File: src/rtl/chsel_pkg.sv
package chsel_pkg;
    localparam int CH_NUM   = 4;
    localparam int SEL_W    = $clog2(CH_NUM);
    localparam int CTRL_W   = SEL_W + 1;
    localparam int STRAP_W  = 3;
    localparam int BYTE_W   = 8;
    localparam int PAD_W    = BYTE_W - CH_NUM - CTRL_W;
    localparam logic [6-STRAP_W:0] ADDR_FIXED = 4'b1110;

    typedef enum logic [2:0] {
        TG_IDLE,
        TG_ADDR,
        TG_ADDR_ACK,
        TG_WR,
        TG_WR_ACK,
        TG_RD,
        TG_RD_MACK,
        TG_RD_NEXT
    } tgt_state_e;

    typedef struct packed {
        tgt_state_e        st;
        logic [BYTE_W-1:0] sh;
        logic [3:0]        cnt;
        logic              pull;
        logic              rd_dir;
    } tgt_regs_t;

    typedef struct packed {
        logic [CTRL_W-1:0] ctrl;
        logic [CTRL_W-1:0] active;
    } ctrl_regs_t;
endpackage

File: src/rtl/chsel_bus_sync.sv
module chsel_bus_sync #(
    parameter int STAGES = 2
) (
    input  logic clk,
    input  logic rst_n,
    input  logic scl_raw,
    input  logic sda_raw,
    output logic scl_lvl,
    output logic sda_lvl,
    output logic scl_rise,
    output logic scl_fall,
    output logic start_det,
    output logic stop_det
);
    typedef struct packed {
        logic [STAGES-1:0] scl_pipe;
        logic [STAGES-1:0] sda_pipe;
        logic              scl_prev;
        logic              sda_prev;
    } sync_regs_t;

    sync_regs_t q, d;

    always_comb begin
        d          = q;
        d.scl_pipe = {q.scl_pipe[STAGES-2:0], scl_raw};
        d.sda_pipe = {q.sda_pipe[STAGES-2:0], sda_raw};
        d.scl_prev = q.scl_pipe[STAGES-1];
        d.sda_prev = q.sda_pipe[STAGES-1];
    end

    always_ff @(posedge clk or negedge rst_n) begin
        if (!rst_n) q <= '1;
        else        q <= d;
    end

    assign scl_lvl   = q.scl_pipe[STAGES-1];
    assign sda_lvl   = q.sda_pipe[STAGES-1];
    assign scl_rise  = scl_lvl && !q.scl_prev;
    assign scl_fall  = !scl_lvl && q.scl_prev;
    assign start_det = scl_lvl && q.scl_prev && q.sda_prev && !sda_lvl;
    assign stop_det  = scl_lvl && q.scl_prev && !q.sda_prev && sda_lvl;
endmodule

File: src/rtl/chsel_target_fsm.sv
module chsel_target_fsm
    import chsel_pkg::*;
(
    input  logic               clk,
    input  logic               rst_n,
    input  logic               sda_lvl,
    input  logic               scl_rise,
    input  logic               scl_fall,
    input  logic               start_det,
    input  logic               stop_det,
    input  logic [STRAP_W-1:0] strap,
    input  logic [BYTE_W-1:0]  rd_byte,
    output logic               wr_stb,
    output logic [CTRL_W-1:0]  wr_sel,
    output logic               sda_pull
);
    tgt_regs_t q, d;
    logic [6:0] own_addr;

    assign own_addr = {ADDR_FIXED, strap};

    always_comb begin
        d      = q;
        wr_stb = 1'b0;
        wr_sel = '0;
        if (start_det) begin
            d.st   = TG_ADDR;
            d.cnt  = '0;
            d.pull = 1'b0;
        end else if (stop_det) begin
            d.st   = TG_IDLE;
            d.cnt  = '0;
            d.pull = 1'b0;
        end else begin
            unique case (q.st)
                TG_IDLE: ;
                TG_ADDR: begin
                    if (scl_rise) begin
                        d.sh  = {q.sh[BYTE_W-2:0], sda_lvl};
                        d.cnt = q.cnt + 4'd1;
                        if (q.cnt == 4'd7) begin
                            if (d.sh[7:1] == own_addr) begin
                                d.st     = TG_ADDR_ACK;
                                d.rd_dir = sda_lvl;
                            end else begin
                                d.st = TG_IDLE;
                            end
                        end
                    end
                end
                TG_ADDR_ACK, TG_WR_ACK: begin
                    if (scl_fall) begin
                        if (!q.pull) begin
                            d.pull = 1'b1;
                        end else begin
                            d.pull = 1'b0;
                            d.cnt  = '0;
                            if (q.st == TG_ADDR_ACK && q.rd_dir) begin
                                d.st   = TG_RD;
                                d.pull = ~rd_byte[BYTE_W-1];
                                d.sh   = {rd_byte[BYTE_W-2:0], 1'b1};
                                d.cnt  = 4'd1;
                            end else begin
                                d.st = TG_WR;
                            end
                        end
                    end
                end
                TG_WR: begin
                    if (scl_rise) begin
                        d.sh  = {q.sh[BYTE_W-2:0], sda_lvl};
                        d.cnt = q.cnt + 4'd1;
                        if (q.cnt == 4'd7) begin
                            wr_stb = 1'b1;
                            wr_sel = d.sh[CTRL_W-1:0];
                            d.st   = TG_WR_ACK;
                        end
                    end
                end
                TG_RD: begin
                    if (scl_fall) begin
                        if (q.cnt == 4'd8) begin
                            d.pull = 1'b0;
                            d.st   = TG_RD_MACK;
                        end else begin
                            d.pull = ~q.sh[BYTE_W-1];
                            d.sh   = {q.sh[BYTE_W-2:0], 1'b1};
                            d.cnt  = q.cnt + 4'd1;
                        end
                    end
                end
                TG_RD_MACK: begin
                    if (scl_rise) begin
                        d.st = sda_lvl ? TG_IDLE : TG_RD_NEXT;
                    end
                end
                TG_RD_NEXT: begin
                    if (scl_fall) begin
                        d.st   = TG_RD;
                        d.pull = ~rd_byte[BYTE_W-1];
                        d.sh   = {rd_byte[BYTE_W-2:0], 1'b1};
                        d.cnt  = 4'd1;
                    end
                end
                default: d.st = TG_IDLE;
            endcase
        end
    end

    always_ff @(posedge clk or negedge rst_n) begin
        if (!rst_n) q <= '{st: TG_IDLE, sh: '0, cnt: '0, pull: 1'b0, rd_dir: 1'b0};
        else        q <= d;
    end

    assign sda_pull = q.pull;
endmodule

File: src/rtl/chsel_ctrl_reg.sv
module chsel_ctrl_reg
    import chsel_pkg::*;
(
    input  logic              clk,
    input  logic              rst_n,
    input  logic              wr_stb,
    input  logic [CTRL_W-1:0] wr_sel,
    input  logic              stop_det,
    input  logic [CH_NUM-1:0] irq,
    output logic [BYTE_W-1:0] rd_byte,
    output logic [CH_NUM-1:0] chan_en
);
    ctrl_regs_t q, d;

    always_comb begin
        d = q;
        if (wr_stb)   d.ctrl   = wr_sel;
        if (stop_det) d.active = q.ctrl;
    end

    always_ff @(posedge clk or negedge rst_n) begin
        if (!rst_n) q <= '0;
        else        q <= d;
    end

    assign rd_byte = {irq, {PAD_W{1'b0}}, q.ctrl};

    for (genvar ch = 0; ch < CH_NUM; ch++) begin : g_dec
        assign chan_en[ch] = q.active[CTRL_W-1]
                          && (q.active[SEL_W-1:0] == SEL_W'(ch));
    end
endmodule

File: src/rtl/chan_sel_ctrl.sv
module chan_sel_ctrl
    import chsel_pkg::*;
(
    input  logic               clk,
    input  logic               rst_n,
    input  logic               scl_in,
    input  logic               sda_in,
    input  logic [STRAP_W-1:0] strap_pins,
    input  logic [CH_NUM-1:0]  chan_irq,
    output logic               sda_pull,
    output logic [CH_NUM-1:0]  chan_en
);
    logic scl_lvl, sda_lvl, scl_rise, scl_fall, start_det, stop_det;
    logic wr_stb;
    logic [CTRL_W-1:0] wr_sel;
    logic [BYTE_W-1:0] rd_byte;

    chsel_bus_sync #(.STAGES(2)) u_sync (
        .clk(clk), .rst_n(rst_n), .scl_raw(scl_in), .sda_raw(sda_in),
        .scl_lvl(scl_lvl), .sda_lvl(sda_lvl), .scl_rise(scl_rise),
        .scl_fall(scl_fall), .start_det(start_det), .stop_det(stop_det)
    );

    chsel_target_fsm u_fsm (
        .clk(clk), .rst_n(rst_n), .sda_lvl(sda_lvl), .scl_rise(scl_rise),
        .scl_fall(scl_fall), .start_det(start_det), .stop_det(stop_det),
        .strap(strap_pins), .rd_byte(rd_byte), .wr_stb(wr_stb),
        .wr_sel(wr_sel), .sda_pull(sda_pull)
    );

    chsel_ctrl_reg u_reg (
        .clk(clk), .rst_n(rst_n), .wr_stb(wr_stb), .wr_sel(wr_sel),
        .stop_det(stop_det), .irq(chan_irq), .rd_byte(rd_byte),
        .chan_en(chan_en)
    );
endmodule

File: config.mk
export PLATFORM = sky130hd
export DESIGN_NAME = chan_sel_ctrl
export DESIGN_NICKNAME = d
export VERILOG_FILES = /design/src/rtl/chsel_pkg.sv /design/src/rtl/chsel_bus_sync.sv /design/src/rtl/chsel_target_fsm.sv /design/src/rtl/chsel_ctrl_reg.sv /design/src/rtl/chan_sel_ctrl.sv
export SDC_FILE = /design/constraint.sdc
export NUM_CORES = 1
export LEC_CHECK = 0
export BUFFER_PORTS_ARGS = -buffer_cell sky130_fd_sc_hd__buf_2
export CAP_MARGIN = 15
export CORE_MARGIN = 2
export CORE_UTILIZATION = 30
export DETAILED_ROUTE_END_ITERATION = 7
export GPL_TIMING_DRIVEN = 1
export SLEW_MARGIN = 20
export SYNTH_ARGS = -nofsm -noshare
export SYNTH_HDL_FRONTEND = slang
export SYNTH_HIERARCHICAL = 1
export SYNTH_SLANG_ARGS = --single-unit
File: constraint.sdc
create_clock -name clk -period 5.2 [get_ports clk]
set_input_delay 1.04 -clock clk [delete_from_list [all_inputs] [get_ports clk]]
set_output_delay 1.04 -clock clk [all_outputs]
set_load 0.005 [all_outputs]
=== Word level (Yosys, flattened, before mapping) ===
Index checks and enable logic that the tools add are counted.

* Multipliers: 0
* Add/subtract/negate cells: 1
* Div/mod/pow operators: 0
* $lt $le $gt $ge: 0
* Reductions and logical operators: 27
* Eq/ne operators: 32
* Bitwise operators: 4
* Shifts and indexed selects: 0
* Mux-type cells: 34

{| class="wikitable"
|+ Operators with widths
! cell !! count
|-
| $pmux W12 S5 || 1
|-
| $mux W16 || 3
|-
| $mux W15 || 3
|-
| $mux W3 || 13
|-
| $ne A4 B4 Y1 const B || 7
|-
| $reduce_and A11 Y1 || 2
|-
| $pmux W3 S6 || 1
|-
| $ne A4 B3 Y1 const B || 4
|-
| $mux W13 || 1
|-
| $eq A3 B3 Y1 const B || 4
|-
| $logic_and A1 B1 Y1 || 12
|-
| $mux W12 || 1
|-
| $ne A2 B2 Y1 const B || 6
|-
| $mux W5 || 2
|-
| $reduce_bool A5 Y1 || 2
|-
| $reduce_and A8 Y1 || 1
|-
| $reduce_bool A8 Y1 || 1
|-
| $eq A7 B7 Y1 || 1
|-
| $mux W1 || 7
|-
| $reduce_bool A7 Y1 || 1
|-
| $eq A3 B2 Y1 const B || 2
|-
| $reduce_and A6 Y1 || 1
|-
| $add A4 B1 Y4 const B || 1
|-
| $eq A2 B2 Y1 const B || 2
|-
| 12 further kinds || 19
|}

* Output and inout bits: 5
* Latch bits: 0
* Memories kept: 0
* Register bits: 29
* Bits in writable memories: 0
* Bits in read-only memories: 0
* Input port bits: 11

=== Depth between registers and ports, before layout ===
* Word-level depth: 8
* Depth in mapped cells: 7
* Gate-level depth less buffers: 7

=== Cells and area by module ===
Netlist, hierarchy kept.

{| class="wikitable"
|+ By module, submodules not included
! module !! instances !! cells an instance !! sequential area each (um2) !! area each (um2)
|-
| chsel_target_fsm || 1 || 140 || 425.4 || 1265.0
|-
| chsel_ctrl_reg || 1 || 25 || 150.1 || 312.8
|-
| chsel_bus_sync || 1 || 10 || 157.7 || 190.2
|}

=== Worst setup path before layout ===
No wires, ideal clock.

* Kind: register -> register
* Start point: reg u_sync/q[1] in the netlist's numbering
* End point: reg u_fsm/q[10] in the netlist's numbering
* Clock period less this slack: 2.012 ns
* Slack: 3.188 ns
* Arrival: 1.884 ns
* Buffers on the path: 1
* Library setup time: 0.128 ns
* Stages on the path, launching flop included: 7
* Cell sequence: dfstp_2 > nor2b_1 > and2_1 > a22oi_1 > a221o_1 > buf_2 > mux2_1

* Elaborated cells on any way between the ends: 16

{| class="wikitable"
|+ RTL lines
! what !! line !! RTL
|-
| start: declaration || chsel_bus_sync.sv:22 || <nowiki>sync_regs_t q, d;</nowiki>
|-
| start signal: assignment || chsel_bus_sync.sv:33 || <nowiki>if (!rst_n) q <= '1;</nowiki>
|-
| start signal: assignment || chsel_bus_sync.sv:34 || <nowiki>else q <= d;</nowiki>
|-
| $logic_and A1 B1 Y1 * || chsel_bus_sync.sv:40 || <nowiki>assign scl_fall = !scl_lvl && q.scl_prev;</nowiki>
|-
| named net scl_fall || chan_sel_ctrl.sv:13 || <nowiki>logic scl_lvl, sda_lvl, scl_rise, scl_fall, start_det, stop_det;</nowiki>
|-
| $ne A2 B2 Y1 (no source line) || n/a ||
|-
| $reduce_and A11 Y1 (no source line) * || n/a ||
|-
| end signal: assignment || chsel_target_fsm.sv:111 || <nowiki>if (!rst_n) q <= '{st: TG_IDLE, sh: '0, cnt: '0, pull: 1'b0, rd_dir: 1'b0};</nowiki>
|-
| end: declaration || chsel_target_fsm.sv:17 || <nowiki>tgt_regs_t q, d;</nowiki>
|}

The timed path passes the listed nets; every way through them passes the cells marked *.
A chain may end at the register's enable or synchronous reset.

=== Worst setup path after layout ===
* Start point: reg u_sync/q[1] in the netlist's numbering
* End point: reg u_fsm/q[11] in the netlist's numbering

Same word-level chain as after synthesis.

==> impl_metrics.toml <==
[timing]
finalHoldViolCount = 0
rsz0062_at_grt = "false"
relSlewSlack = 0.528
whs_ps = 355
finClkSkew_ps = 6.99
max_freq_ghz = 0.436
tightest_slew_ps = 694
fin_setup_tns_ps = 0
period_needed_ps = 2290
finalCritPeriodShare = 0.441
setup_viol = 0
finalMaxSlewViolations = 0

[yosys]
syn-instance-count = 175
yosys-top-cells-area = "dfrtp_1, dfstp_2, mux2_1"
synthArstFlopShare = 1.00
ys.flop_type = "dfrtp_1"
yosysWarnings = 6
ys_ff_latch = 29
synth_cell_type_count = 50
synth.largest_area_cell = "dfrtp_1"
synth_edf_count = 0
syn_avg_cell_area_um2 = 10.1
yosysSeqAreaShare = 0.415
syn_area_um2 = 1770
synthesis.nets = 188
synth_top_area_share = 0.326

[status]
status = "finished clean"

[clocking]
clk_pin_slew_ps = 60
cts-root-buf = "clkbuf_8"
clk_latency_ps = 280
cts_sinks = 29
cts_tree = "done"
hold_buffers = 0
numCtsBuffers = 5
clockBufferDepth = 2
ctsResizeCount = 0
htree_levels = 2
post-cts-setup-buffer-count = 0

[pwr]
ir_drop_uv = 215
power_density_nw_per_um2 = 485
power_mw = 0.930
leakagePower_nw = 0.857

[layout]
finish.instance_area_um2 = 1920
mostFrequentLayoutCell = "dfrtp_1"
syn_to_final_growth_pct = 8.49
multi_input_area_um2 = 907
n_fill_cell = 578
antenna_cells = 0
drive_above_1_share = 0.245
utilization = 0.342
regArea_um2 = 733
nets = 196
final_cell_mix = "dfrtp_1, buf_2, nand2_1, a21oi_1, o21ai_0"

[floorplanning]
die_w_um = 80.8
coreArea_um2 = 5610
initial_utilization = 0.315
dieArea_um2 = 6520
row_count = 27
io_pins = 16
die_height_um = 80.8

[route]
dr.pass1.iters = 4
avgRoutedWirePerCell_um = 14.1
ant_nets = 0
routed_wl_mm = 3.62
route.detailed.drc = 0
vias = 1330
vias_per_cell = 5.20
drt_iter0_drc = 120

[placement]
placed_area_um2 = 1830
gp_congestion = 0.857
dp_hpwl_mm = 2.60
port_buffers = 15

[global_routing]
antenna_found_initial = 0
grt.total_usage = 0.129
grt_pass1_wl_mm = 6.47
grt_pass1_vias = 1308
grt.overflow.total = 0
grt_max_degree = 30

[worst_setup_path]
crit_type = "register to register"
cp_max_fo = 8
arrival_ps = 2450
required_ps = 5360
r2r_cells = 5
crit_start = "u_sync/q[1]$_DFF_PN1_"
startpoint_type = "register"
reg2reg_from = "u_sync/q[1]$_DFF_PN1_"
end_kind = "register"

[worst_hold_path]
hold_path.class = "register to register"
worstHoldStart = "u_sync/d[3]$_DFF_PN1_"
whs_path_depth = 0

[job]
drv_cap = 0
through the flow:
step                      cells  setup slack, ps
after floorplan             175             3190
after CTS                   256             2900
after detailed placement    248             2930
final                       256             2910
after global routing        256             2730
after global placement      248             2910
registers in the layout, summed over array words and instances (netlist names):
register        flops
u_sync/d            2
u_fsm/q            16
u_reg/q             3
u_sync/sda_lvl      1
u_sync/scl_lvl      1
u_sync/q            2
u_reg/rd_byte       3
u_fsm/sda_pull      1
synth_stat cells, types with 3 or more instances:
cell	count
dfrtp_1	23
a21oi_1	11
nand2_1	11
buf_4	10
o21ai_0	10
mux2_1	8
a22o_1	7
mux2_2	7
dfstp_2	6
nor2_1	6
inv_1	5
mux2i_1	5
and3b_1	4
nand3_1	4
nor2b_1	4
nor3_1	4
xnor2_1	4
and2_1	3
buf_2	3
power breakdown:
| group | switching (mW) | internal (mW) |
|---|---|---|
| Combinational | 0.199 | 0.180 |
| Clock | 0.0850 | 0.0924 |
| Sequential | 0.0894 | 0.284 |
layout make-up:
cell class                 instances  share of cell area
multi-input combinational        124               0.473
inverter                           8              0.0157
clock inverter                     2             0.00522
clock buffer                       6              0.0378
tap                               72              0.0470
sequential                        29               0.382
timing repair buffer              15              0.0391
metal layers:
layer	global-route usage	vias up	wire, µm
li1	-	643	-
met1	0.173	640	1620
met2	0.198	43	1710
met3	0.0378	4	237
met4	0.0492	0	48
met5	0	-	0
path summary, 6_finish.rpt:
path / slack, ps / end
max: 2910 / u_fsm/q[11]$_DFFE_PN0P_
min: 350 / u_sync/sda_lvl$_DFF_PN1_
max reg2reg: 2910 / u_fsm/q[11]$_DFFE_PN0P_
min reg2reg: 350 / u_sync/sda_lvl$_DFF_PN1_
max in group asynchronous: 4020 / u_reg/q[0]$_DFFE_PN0P_
min in group asynchronous: 760 / u_fsm/sda_pull$_DFFE_PN0P_
kinds of logic after synthesis:
group,count (synthesis),synth area share
buf+inv,22,0.0743
mux,20,0.124
other cells,1,0.00212
fa+ha+maj,2,0.0142
simple gates,52,0.170
xor+xnor,4,0.0198
compound gates,45,0.181
flops,29,0.415
worst max-delay path: stages, from the launching register on:
cell	delay (ps)
dfstp_2	550
nor2b_1	330
and2_1	220
a22oi_1	140
a221o_1	540
mux2_1	390
Note: power is estimated with default switching activity, not from simulation.
